File: src/rtl/ilv_pkg.sv
package ilv_pkg;

    localparam int ILV_AW     = 13;
    localparam int ILV_PHASES = 4;

    typedef enum logic {
        PERM_QUAD = 1'b0,
        PERM_REG  = 1'b1
    } perm_mode_e;

    // offsets whose index is odd carry the half-block term
    function automatic logic phase_has_half(input int k);
        return (k % 2) == 1;
    endfunction

endpackage

File: src/rtl/ilv_acc_unit.sv
module ilv_acc_unit #(
    parameter int AW = ilv_pkg::ILV_AW
) (
    input  logic [AW-1:0] opa,
    input  logic [AW-1:0] opb,
    input  logic [AW-1:0] modulus,
    output logic [AW-1:0] result
);
    logic [AW:0]   raw_sum;
    logic [AW+1:0] reduced;

    always_comb begin
        raw_sum = {1'b0, opa} + {1'b0, opb};
        reduced = {1'b0, raw_sum} - {2'b00, modulus};
        result  = reduced[AW+1] ? raw_sum[AW-1:0] : reduced[AW-1:0];
    end
endmodule

File: src/rtl/ilv_offset_table.sv
module ilv_offset_table #(
    parameter int AW     = ilv_pkg::ILV_AW,
    parameter int PHASES = ilv_pkg::ILV_PHASES,
    localparam int PW    = $clog2(PHASES)
) (
    input  logic          clk,
    input  logic          rst,
    input  logic          load,
    input  logic [AW-1:0] n_len,
    input  logic [AW-1:0] p1,
    input  logic [AW-1:0] p2,
    input  logic [AW-1:0] p3,
    input  logic [PW-1:0] sel,
    output logic [AW-1:0] q_out
);
    logic [AW-1:0] term   [PHASES];
    logic [AW-1:0] stage1 [PHASES];
    logic [AW-1:0] stage2 [PHASES];
    logic [AW-1:0] q_reg  [PHASES];
    logic [AW-1:0] half_n;
    logic [AW-1:0] one_v;

    assign half_n  = n_len >> 1;
    assign one_v   = {{(AW-1){1'b0}}, 1'b1};
    assign term[0] = '0;
    assign term[1] = p1;
    assign term[2] = p2;
    assign term[3] = p3;

    for (genvar k = 0; k < PHASES; k++) begin : g_ofs
        logic [AW-1:0] half_term;
        assign half_term = ilv_pkg::phase_has_half(k) ? half_n : '0;

        ilv_acc_unit #(.AW(AW)) u_first (
            .opa(one_v), .opb(half_term), .modulus(n_len), .result(stage1[k])
        );
        ilv_acc_unit #(.AW(AW)) u_second (
            .opa(stage1[k]), .opb(term[k]), .modulus(n_len), .result(stage2[k])
        );

        always_ff @(posedge clk) begin
            if (rst)       q_reg[k] <= '0;
            else if (load) q_reg[k] <= stage2[k];
        end
    end

    assign q_out = q_reg[sel];
endmodule

File: src/rtl/ilv_seq_ctrl.sv
module ilv_seq_ctrl #(
    parameter int AW     = ilv_pkg::ILV_AW,
    parameter int PHASES = ilv_pkg::ILV_PHASES,
    localparam int PW    = $clog2(PHASES)
) (
    input  logic          clk,
    input  logic          rst,
    input  logic          start,
    input  logic          enable,
    input  logic [AW-1:0] run_len,
    input  logic [PW-1:0] phase_init,
    output logic          emit,
    output logic [PW-1:0] phase
);
    logic [AW-1:0] remaining;

    assign emit = enable && !start && (remaining != '0);

    always_ff @(posedge clk) begin
        if (rst) begin
            remaining <= '0;
            phase     <= '0;
        end else if (start) begin
            remaining <= run_len;
            phase     <= phase_init;
        end else if (emit) begin
            remaining <= remaining - 1'b1;
            phase     <= phase + 1'b1;
        end
    end
endmodule

File: src/rtl/ilv_addr_gen.sv
module ilv_addr_gen #(
    parameter int AW     = ilv_pkg::ILV_AW,
    parameter int PHASES = ilv_pkg::ILV_PHASES,
    localparam int PW    = $clog2(PHASES)
) (
    input  logic          clk,
    input  logic          rst,
    input  logic          start,
    input  logic          enable,
    input  logic          perm_mode,
    input  logic [AW-1:0] blk_len,
    input  logic [AW-1:0] x_start,
    input  logic [AW-1:0] init_pos,
    input  logic [AW-1:0] init_inc,
    input  logic [AW-1:0] step,
    input  logic [AW-1:0] arp_p1,
    input  logic [AW-1:0] arp_p2,
    input  logic [AW-1:0] arp_p3,
    output logic [AW-1:0] addr_out,
    output logic          addr_valid,
    output logic          swap_out
);
    import ilv_pkg::*;

    perm_mode_e    mode_q;
    logic [AW-1:0] len_q;
    logic [AW-1:0] step_q;
    logic [AW-1:0] acc_a;
    logic [AW-1:0] acc_b;
    logic [AW-1:0] q_sel;
    logic [AW-1:0] u0_b, u0_y;
    logic [AW-1:0] u1_a, u1_b, u1_y;
    logic          emit;
    logic [PW-1:0] phase;
    logic          is_reg;

    assign is_reg = (mode_q == PERM_REG);

    ilv_seq_ctrl #(.AW(AW), .PHASES(PHASES)) u_ctrl (
        .clk(clk), .rst(rst), .start(start), .enable(enable),
        .run_len(blk_len), .phase_init(x_start[PW-1:0]),
        .emit(emit), .phase(phase)
    );

    ilv_offset_table #(.AW(AW), .PHASES(PHASES)) u_ofs (
        .clk(clk), .rst(rst), .load(start), .n_len(blk_len),
        .p1(arp_p1), .p2(arp_p2), .p3(arp_p3),
        .sel(phase), .q_out(q_sel)
    );

    // unit 0: next address-side value (next position, or next P0 multiple)
    assign u0_b = is_reg ? step_q : acc_b;
    ilv_acc_unit #(.AW(AW)) u_acc0 (
        .opa(acc_a), .opb(u0_b), .modulus(len_q), .result(u0_y)
    );

    // unit 1: next increment (quadratic) or offset address (regular)
    assign u1_a = is_reg ? acc_a : acc_b;
    assign u1_b = is_reg ? q_sel : step_q;
    ilv_acc_unit #(.AW(AW)) u_acc1 (
        .opa(u1_a), .opb(u1_b), .modulus(len_q), .result(u1_y)
    );

    always_ff @(posedge clk) begin
        if (rst) begin
            mode_q     <= PERM_QUAD;
            len_q      <= '0;
            step_q     <= '0;
            acc_a      <= '0;
            acc_b      <= '0;
            addr_out   <= '0;
            addr_valid <= 1'b0;
            swap_out   <= 1'b0;
        end else if (start) begin
            mode_q     <= perm_mode_e'(perm_mode);
            len_q      <= blk_len;
            step_q     <= step;
            acc_a      <= init_pos;
            acc_b      <= init_inc;
            addr_valid <= 1'b0;
            swap_out   <= 1'b0;
        end else if (emit) begin
            addr_out   <= is_reg ? u1_y : acc_a;
            acc_a      <= u0_y;
            if (!is_reg) acc_b <= u1_y;
            addr_valid <= 1'b1;
            swap_out   <= is_reg & phase[0];
        end else begin
            addr_valid <= 1'b0;
            swap_out   <= 1'b0;
        end
    end
endmodule

File: config.mk
export PLATFORM = sky130hd
export DESIGN_NAME = ilv_addr_gen
export DESIGN_NICKNAME = d
export VERILOG_FILES = /design/src/rtl/ilv_pkg.sv /design/src/rtl/ilv_acc_unit.sv /design/src/rtl/ilv_offset_table.sv /design/src/rtl/ilv_seq_ctrl.sv /design/src/rtl/ilv_addr_gen.sv
export SDC_FILE = /design/constraint.sdc
export NUM_CORES = 1
export LEC_CHECK = 0
export ABC_AREA = 1
export BUFFER_PORTS_ARGS = -buffer_cell sky130_fd_sc_hd__clkbuf_2
export CORE_MARGIN = 8
export CORE_UTILIZATION = 30
export DETAILED_ROUTE_END_ITERATION = 7
export HOLD_SLACK_MARGIN = 0.08
export MAX_ROUTING_LAYER = met4
export SLEW_MARGIN = 15
export SYNTH_ARGS = -nofsm -noshare
export SYNTH_HDL_FRONTEND = slang
export SYNTH_SLANG_ARGS = --single-unit
File: constraint.sdc
create_clock -name clk -period 6.6 [get_ports clk]
set_input_delay 0.99 -clock clk [delete_from_list [all_inputs] [get_ports clk]]
set_output_delay 0.99 -clock clk [all_outputs]
set_load 0.02 [all_outputs]
Yosys cells after proc, flatten, opt, wreduce, memory -nomap -nowiden:

Memory sizes are Yosys's and may differ from the RTL's. A register that Yosys moved wholly into a read port is not among the register bits.
Index checks and enable logic that the tools add are counted.

* $add $sub $neg: 16
* eq/ne operators: 1
* muxes and demuxes: 33
* bitwise gates (word level): 7
* reductions and logical operators: 9

Operator list (count)
* $mux 13: 23
* $sub 14x13->15: 6
* $add 13x13->14: 5
* $sub 1x13->14 const A: 1
* $sub 13x13->14: 1
* $add 1x12->13 const A: 1
* $reduce_bool 13->1: 1
* $sub 13x1->13 const B: 1
* $mux 2: 4
* $mux 1: 6
* $or 1x1->1: 4
* $reduce_and 2->1: 2
* $reduce_or 3->1: 1
* $add 2x1->2 const B: 1
* $logic_and 1x1->1: 2
* $ne 2x2->1 const B: 1
* $not 1->1: 2
* $reduce_bool 2->1: 1
* $reduce_or 2->1: 1
* $and 1x1->1: 1
* $logic_not 1->1: 1

* register bits: 83
* RAM bits: 52
* input bits: 109
* output and inout bits: 15
* word-level logic and storage cells: 77
* memories: 1

Memory list
* u_ofs.q_reg: words 4, width 13, rd ports 1, clocked after Yosys merged registers in 1, wr ports 4, line ilv_offset_table.sv:19 `logic [AW-1:0] q_reg [PHASES];`

Longest topological paths before layout:

Gate-level depths: netlist (run 1).

* depth in word-level cells: 7
* gate-level depth with buffers: 36
* depth with buffers taken out: 35

Hierarchy:

A second synthesis (run 1) with hierarchy kept.

* cells, all modules: 4473
* area total of the unflattened synthesis: 25162.9 um^2

Modules (own cells, without submodules)
* ilv_acc_unit at u_acc0 ...: times used 5, cells each 339, area each 1755.4 um^2, seq. area each 0.0 um^2
* ilv_acc_unit at u_ofs.g_ofs[2].u_second ...: times used 2, cells each 347, area each 1820.5 um^2, seq. area each 0.0 um^2
* ilv_addr_gen: times used 1, cells each 539, area each 3357.0 um^2, seq. area each 1361.3 um^2
* ilv_offset_table: times used 1, cells each 318, area each 2662.6 um^2, seq. area each 1561.5 um^2
* ilv_acc_unit at u_acc1: times used 1, cells each 348, area each 1883.1 um^2, seq. area each 0.0 um^2
* ilv_acc_unit at u_ofs.g_ofs[3].u_second: times used 1, cells each 346, area each 1881.8 um^2, seq. area each 0.0 um^2
* ilv_acc_unit at u_ofs.g_ofs[2].u_first: times used 1, cells each 348, area each 1873.0 um^2, seq. area each 0.0 um^2
* ilv_seq_ctrl: times used 1, cells each 185, area each 1087.3 um^2, seq. area each 300.3 um^2

Worst setup path before layout (run 1):

No wires, ideal clock.

* kind: input port to flip-flop
* start: in blk_len[1]
* end: mem u_ofs.q_reg[1][8] in the netlist's numbering, data pin
* setup time: 256 ps
* data arrival time: 5815 ps
* data required time: 6344 ps
* slack: 530 ps
* stages on the path: 34
* path buffers: 1
* cells stage by stage: ha_1 > nand2_1 > nor2_2 > nand4_1 > or2_1 > nor2_1 > xor2_1 > ha_1 > nand2_1 > nor2_1 > a211oi_1 > nand2_4 > inv_2 > buf_6 > nand2_1 > o21ai_2 > ha_1 > inv_1 > fa_1 > inv_1 > a21oi_1 > o21ai_0 > xnor2_1 > inv_1 > ha_1 > nand2_1 > nor2_1 > inv_1 > o211ai_1 > nand2_1 > nand2_2 > clkinv_1 > o21ai_0 > nor2_1

RTL lines
* start, declared: line ilv_addr_gen.sv:11 `input logic [AW-1:0] blk_len,`
* end, declared: line ilv_offset_table.sv:19

==> results of run 1 <==
==> synth_stat cells, drive strengths merged, types with 12 or more instances <==
cell    instances
nor3           15
nand3         205
buf            25
o21ai         187
o32ai          13
a21boi         12
xnor2          42
dfxtp          85
ha            153
o21bai         12
xor2           70
nand2         506
nand4          35
a21oi         211
nor2          224
edfxtp         52
inv           253
clkbuf         37
==> kinds of logic (layout without fill, tap and decap cells) <==
family,Yosys count,count (layout),share of synthesized area
compound gates,484,484,0.181
fa+ha+maj,163,163,0.144
flops,137,137,0.222
other cells,1,9,0.000255
xor+xnor,112,112,0.0668
simple gates,1010,1010,0.299
buf+inv,321,524,0.0868
==> routing by layer <==
| layer | vias up | part of all wire |
|---|---|---|
| met3 | 101 | 0.057 |
| met2 | 560 | 0.46 |
| li1 | 7890 | - |
| met5 | - | 0 |
| met4 | 0 | 0.037 |
| met1 | 7288 | 0.45 |
==> final timing paths <==
| check | startpoint | end | slack, ps |
|---|---|---|---|
| min reg2reg | u_ctrl.remaining[12]$_SDFFE_PP0N_ | u_ctrl.remaining[12]$_SDFFE_PP0N_ | 490 |
| max reg2reg | flip-flop | addr_out[5]$_SDFFE_PP0P_ | 1610 |
| max | blk_len[2] | u_ofs.q_reg[1][11]$_SDFFCE_PN0P_ | 470 |
| min | u_ctrl.remaining[12]$_SDFFE_PP0N_ | u_ctrl.remaining[12]$_SDFFE_PP0N_ | 490 |
==> cell type report <==
type | count | area share
Multi-Input combinational cell | 1777 | 0.590
Sequential cell | 137 | 0.188
Timing Repair Buffer | 233 | 0.0857
Inverter | 259 | 0.0565
Tap cell | 622 | 0.0449
Clock buffer | 21 | 0.0284
Clock inverter | 11 | 0.00606
Antenna cell | 1 | 0.000144
==> critical path, delay by kind of cell <==
kind                       cells  cell delay [ps]
AOI/OAI and AO/OA              5              860
buffers and inverters         12             1390
adders and majority gates      4             1200
and+or+nand+nor               13             1490
xor gates and xnor gates       2              360
==> per-stage QoR <==
stage | instances | power (W) | hold slack (ps)
global placement | 3026 | 0.00435 | 465
CTS | 3058 | 0.00537 | 488
global route | 3061 | 0.00585 | 535
finish | 3061 | 0.00541 | 487
floorplan | 2235 | 0.00340 | 439
detailed placement | 3026 | 0.00437 | 478
==> what timing repair did <==
action	in CTS	in global routing
setup endpoints to repair	0	26
resized for setup	0	20
setup buffers	0	2
==> power by group <==
| part | switching, W | internal [W] | leakage, nW | total (W) |
|---|---|---|---|---|
| clock network | 0.000406 | 0.000579 | 0.300 | 0.000985 |
| registers | 0.000103 | 0.00102 | 1.26 | 0.00112 |
| logic | 0.00205 | 0.00125 | 6.97 | 0.00330 |
==> results_dict.tcl, run 1 <==
set metrics [dict create \
    gp_congestion 0.973 \
    grt_busiest_layer "met2" \
    met3_usage 0.0255 \
    avgRoutedWirePerCell_um 17.9 \
    place_ws_ps -60.1 \
    nNetsFinal 2697 \
    clock_latency_ps 430 \
    fmax_mhz 163 \
    p_leak_nw 8.54 \
    multiInputGateArea_um2 10200 \
    grt_usage 0.193 \
    start_kind "input port" \
    viasPerCell 5.17 \
    cts_max_level 4 \
    hold-path-cell-count 2 \
    setup_viol 0 \
    die_h_um 237 \
    power.density_nw_per_um2 312 \
    postCtsHoldBufs 0 \
    fillers 5258 \
    hpwl_um 45000 \
    clk_path_buf_depth 2 \
    ir_drop_uv 150 \
    cp_slowest_stage_delay_ps 430 \
    io_buffers 112 \
    synthFlopType "dfxtp_1" \
    grt_overflow_total 0 \
    worst_pin_slew_ps 911 \
    grtUsageMet2 0.316 \
    hold_viol_final 0 \
    path_clk_slew_ps 70 \
    slew_headroom 0.392 \
    path_class "in2reg" \
    synth_top_area_frac 0.130 \
    clock_sink_count 137 \
    drv_cap 0 \
    post-route-util 0.356 \
    routed_wirelength_um 54700 \
    synth_cell_type_count 58 \
    root_buffer "clkbuf_16" \
    ys_ff_latch 137 \
    final_cell_mix "nand2_1, inv_1, nor2_1, a21oi_1, nand3_1" \
    timing.final.crit_share 0.929 \
    ant_nets 0 \
    crit_required_ps 6790 \
    dieArea_um2 56300 \
    cpMaxStageDelayCell "fa_1" \
    grt_pass1_vias 15100 \
    use_met1 0.243 \
    fin_crit_ps 6130 \
    start_util 0.302 \
    antenna_found_initial 1 \
    fin_area_um2 17300 \
    cp.arrival_ps 6320 \
    synthArstFlopShare 0 \
    yosysSeqAreaShare 0.222 \
    postSynthAreaPerCell_um2 6.60 \
    finClkSkew_ps 10.8 \
    drc 0 \
    rsz0062_at_grt "no" \
    io_pins 124 \
    coreArea_um2 48600 \
    tritoncts "done" \
    grt_max_degree 69 \
    setup-tns-final_ps 0 \
    grt_pass1_wl_um 83800 \
    dpl-instance-area_um2 16700 \
    synth_area_leaders "ha_1, nand2_1, dfxtp_1" \
    hold_path_class "reg2reg" \
    fp.dieW_um 237 \
    layout-drive-gt1-share 0.137 \
    vias 15800 \
    worst_slack_ps 469 \
    cp-end-kind "flip-flop" \
    worstPathMaxFanout 16 \
    seqCellArea_um2 3260 \
    synth_edf_count 52 \
    final_max_slew_viol_count 0 \
    drt-initial-drc-count 1415 \
    final_common_cell "nand2_1" \
    ys_warn_count 0 \
    syn_to_final_growth_pct 17.9 \
    netlist_instances 2228 \
    crit_top_cell "buf_4" \
    syn_area_um2 14700 \
    firstDrtPassIters 7 \
    synth_area_leader_cell "ha_1" \
    cts_made_buffers 17 \
    rows 81 \
    outcome "finished, final reports clean" \
    largest_register_ffs 52 \
    r2r_cells 21 \
]
Note: power is estimated with default switching activity, not from simulation.
==> inputs of run 2 (changes only) <==
Settings changed: ABC_AREA 1 to not set, PLACE_DENSITY set to 0.56, REMOVE_ABC_BUFFERS set to 1.
==> run 2 against run 1 <==
- sequential share of layout area grew 0.063 points
- synthesized area shrank 8.4%
- flip-flop and latch count is the same
- wire length shrank 19%
- critical endpoint is now u_ofs.q_reg[3][11]$_SDFFCE_PN0P_
==> results_dict.tcl, run 2 <==
set metrics [dict create \
    worst_slack_ps 273 \
    synth_commonest_cells "nand2_1, nor2_1, ha_1, a21oi_1, xnor2_1" \
    grt_overflow_total 0 \
    hold-path-cell-count 2 \
    firstDrtPassIters 5 \
    p_leak_nw 7.82 \
    nNetsFinal 2203 \
    synth_top_family_by_area "compound AO/OA/AOI/OAI gates" \
    synthMuxAreaShare 0.0890 \
    postSynthAreaPerCell_um2 8.30 \
    clock_sink_count 137 \
    dpl-instance-area_um2 16200 \
    ys_warn_count 0 \
    cp.arrival_ps 6490 \
    post-route-util 0.391 \
    io_pins 124 \
    setup_viol 0 \
    worst_pin_slew_ps 1000 \
    finClkSkew_ps 9.94 \
    syn_to_final_growth_pct 28.4 \
    final_max_slew_viol_count 0 \
    gp_congestion 0.923 \
    netlist_instances 1621 \
    rows 77 \
    io_buffers 112 \
    synth_area_leader_cell "ha_1" \
    synth_edf_count 52 \
    largest_register_ffs 52 \
    grt_usage 0.168 \
    ant_nets 0 \
    viasPerCell 5.14 \
    place_ws_ps -881 \
    synth_compound_area_frac 0.202 \
    antenna_found_initial 0 \
    layout-drive-gt1-share 0.250 \
    final_cell_mix "buf_4, nand2_1, nor2_1, ha_1, clkbuf_2" \
    tritoncts "done" \
    fmax_mhz 158 \
    fin_crit_ps 6330 \
    synth_cell_type_count 82 \
    dieArea_um2 51900 \
    synthArstFlopShare 0 \
    setup-tns-final_ps 0 \
    timing.final.crit_share 0.959 \
    routed_wirelength_um 44200 \
    worstPathMaxFanout 7 \
    synth_area_leaders "ha_1, dfxtp_1, edfxtp_1" \
    synth_xor_area_frac 0.0905 \
    synthSimpleGateAreaFrac 0.183 \
    hold_viol_final 0 \
    cts_made_buffers 17 \
    final_common_cell "buf_4" \
    drc 0 \
    power_w 0.00543 \
    rrSetupSlack_ps 850 \
    cts_max_level 4 \
    die_h_um 228 \
    synth_fa_ha_area_frac 0.157 \
    clock_latency_ps 420 \
    start_util 0.304 \
    drv_cap 0 \
    cp_slowest_stage_delay_ps 360 \
    grt_max_degree 55 \
    path_clk_slew_ps 70 \
    power.density_nw_per_um2 314 \
    grt_pass1_vias 13300 \
    hold_path_class "reg2reg" \
    start_kind "input port" \
    slew_headroom 0.329 \
    clk_path_buf_depth 2 \
    grt_pass1_wl_um 69100 \
    vias 13000 \
    root_buffer "clkbuf_16" \
    syn_area_um2 13500 \
    ys_ff_latch 137 \
    fin_area_um2 17300 \
    cpMaxStageDelayCell "ha_1" \
    outcome "finished, final reports clean" \
    synthFlopType "dfxtp_1" \
    coreArea_um2 44200 \
    ir_drop_uv 180 \
    yosysSeqAreaShare 0.242 \
    fp.dieW_um 228 \
    r2r_cells 17 \
    path_class "in2reg" \
    cp-end-kind "flip-flop" \
    drt-initial-drc-count 694 \
    avgRoutedWirePerCell_um 17.4 \
    hpwl_um 35700 \
    synth_top_area_frac 0.142 \
    crit_required_ps 6760 \
]
## run 2: cell types whose count changed in the layout (fill, tap and decap cells not counted), sizes merged, moves of 56 or more
cell,previous run,this run
nand3,205,34
xnor2,42,98
a21oi,211,106
inv,259,72
nand2,506,184
o21ai,187,93
buf,121,229
mux2i,0,69
## run 2: worst max-delay path, delay by kind of cell
kind | cells | cell delay (ps)
AO/OA/AOI/OAI | 9 | 1570
XOR/XNOR | 3 | 520
adder cells (fa/ha/maj) | 4 | 960
buffers and inverters | 4 | 500
multiplexers | 1 | 180
AND/OR/NAND/NOR | 10 | 1740
## run 2: timing repair
action / 4_1_cts / 5_1_grt
gates cloned: 0 / 1
buffers inserted: 0 / 10
gates resized for setup: 18 / 75
pin swaps: 3 / 35
endpoints found under the setup margin: 26 / 26
hold buffers: 0 / 0
## run 2: kinds of logic after synthesis
| family | Yosys count |
|---|---|
| adders and majority gates | 163 |
| and+or+nand+nor | 547 |
| xor gates and xnor gates | 139 |
| buffers and inverters | 121 |
| muxes | 101 |
| other | 1 |
| AOI/OAI and AO/OA | 412 |
| DFF | 137 |
## run 2: worst paths after layout
check	to	from
setup / recovery	u_ofs.q_reg[3][11]$_SDFFCE_PN0P_	blk_len[1]
hold / removal	addr_out[7]$_SDFFE_PP0P_	addr_out[7]$_SDFFE_PP0P_
setup reg to reg	acc_b[4]$_SDFFE_PP0P_	flip-flop
hold reg to reg	addr_out[7]$_SDFFE_PP0P_	addr_out[7]$_SDFFE_PP0P_
## run 2: layout make-up
type	instances	area (µm²)
diodes	1	2.50
clock buffers	20	454
clock inverters	12	114
fillers	4487	26900
inverters	65	244
multi-input cells	1370	10100
flip-flops and latches	137	3260
well taps	592	741
repair buffers	340	2330
## run 2: where the power goes
part           internal [W]  total [W]  switching, W
Combinational       0.00162    0.00338       0.00176
Clock              0.000544   0.000957      0.000413
Sequential          0.00101    0.00110     0.0000834
Total               0.00317    0.00543       0.00226
## run 2: metal layers
metal | global-route usage | vias to the layer above | wire (µm)
li1 | - | 6497 | -
met1 | 0.205 | 6196 | 20000
met2 | 0.292 | 273 | 21700
met3 | 0.0169 | 63 | 1470
met4 | 0.0486 | 0 | 1050
met5 | - | - | 0
## run 2: metrics by stage
stage | std cells | hold WS, ps
floorplan | 1572 | 426
global placement | 2493 | 437
detailed placement | 2493 | 444
CTS | 2525 | 458
global route | 2536 | 477
finish | 2537 | 455
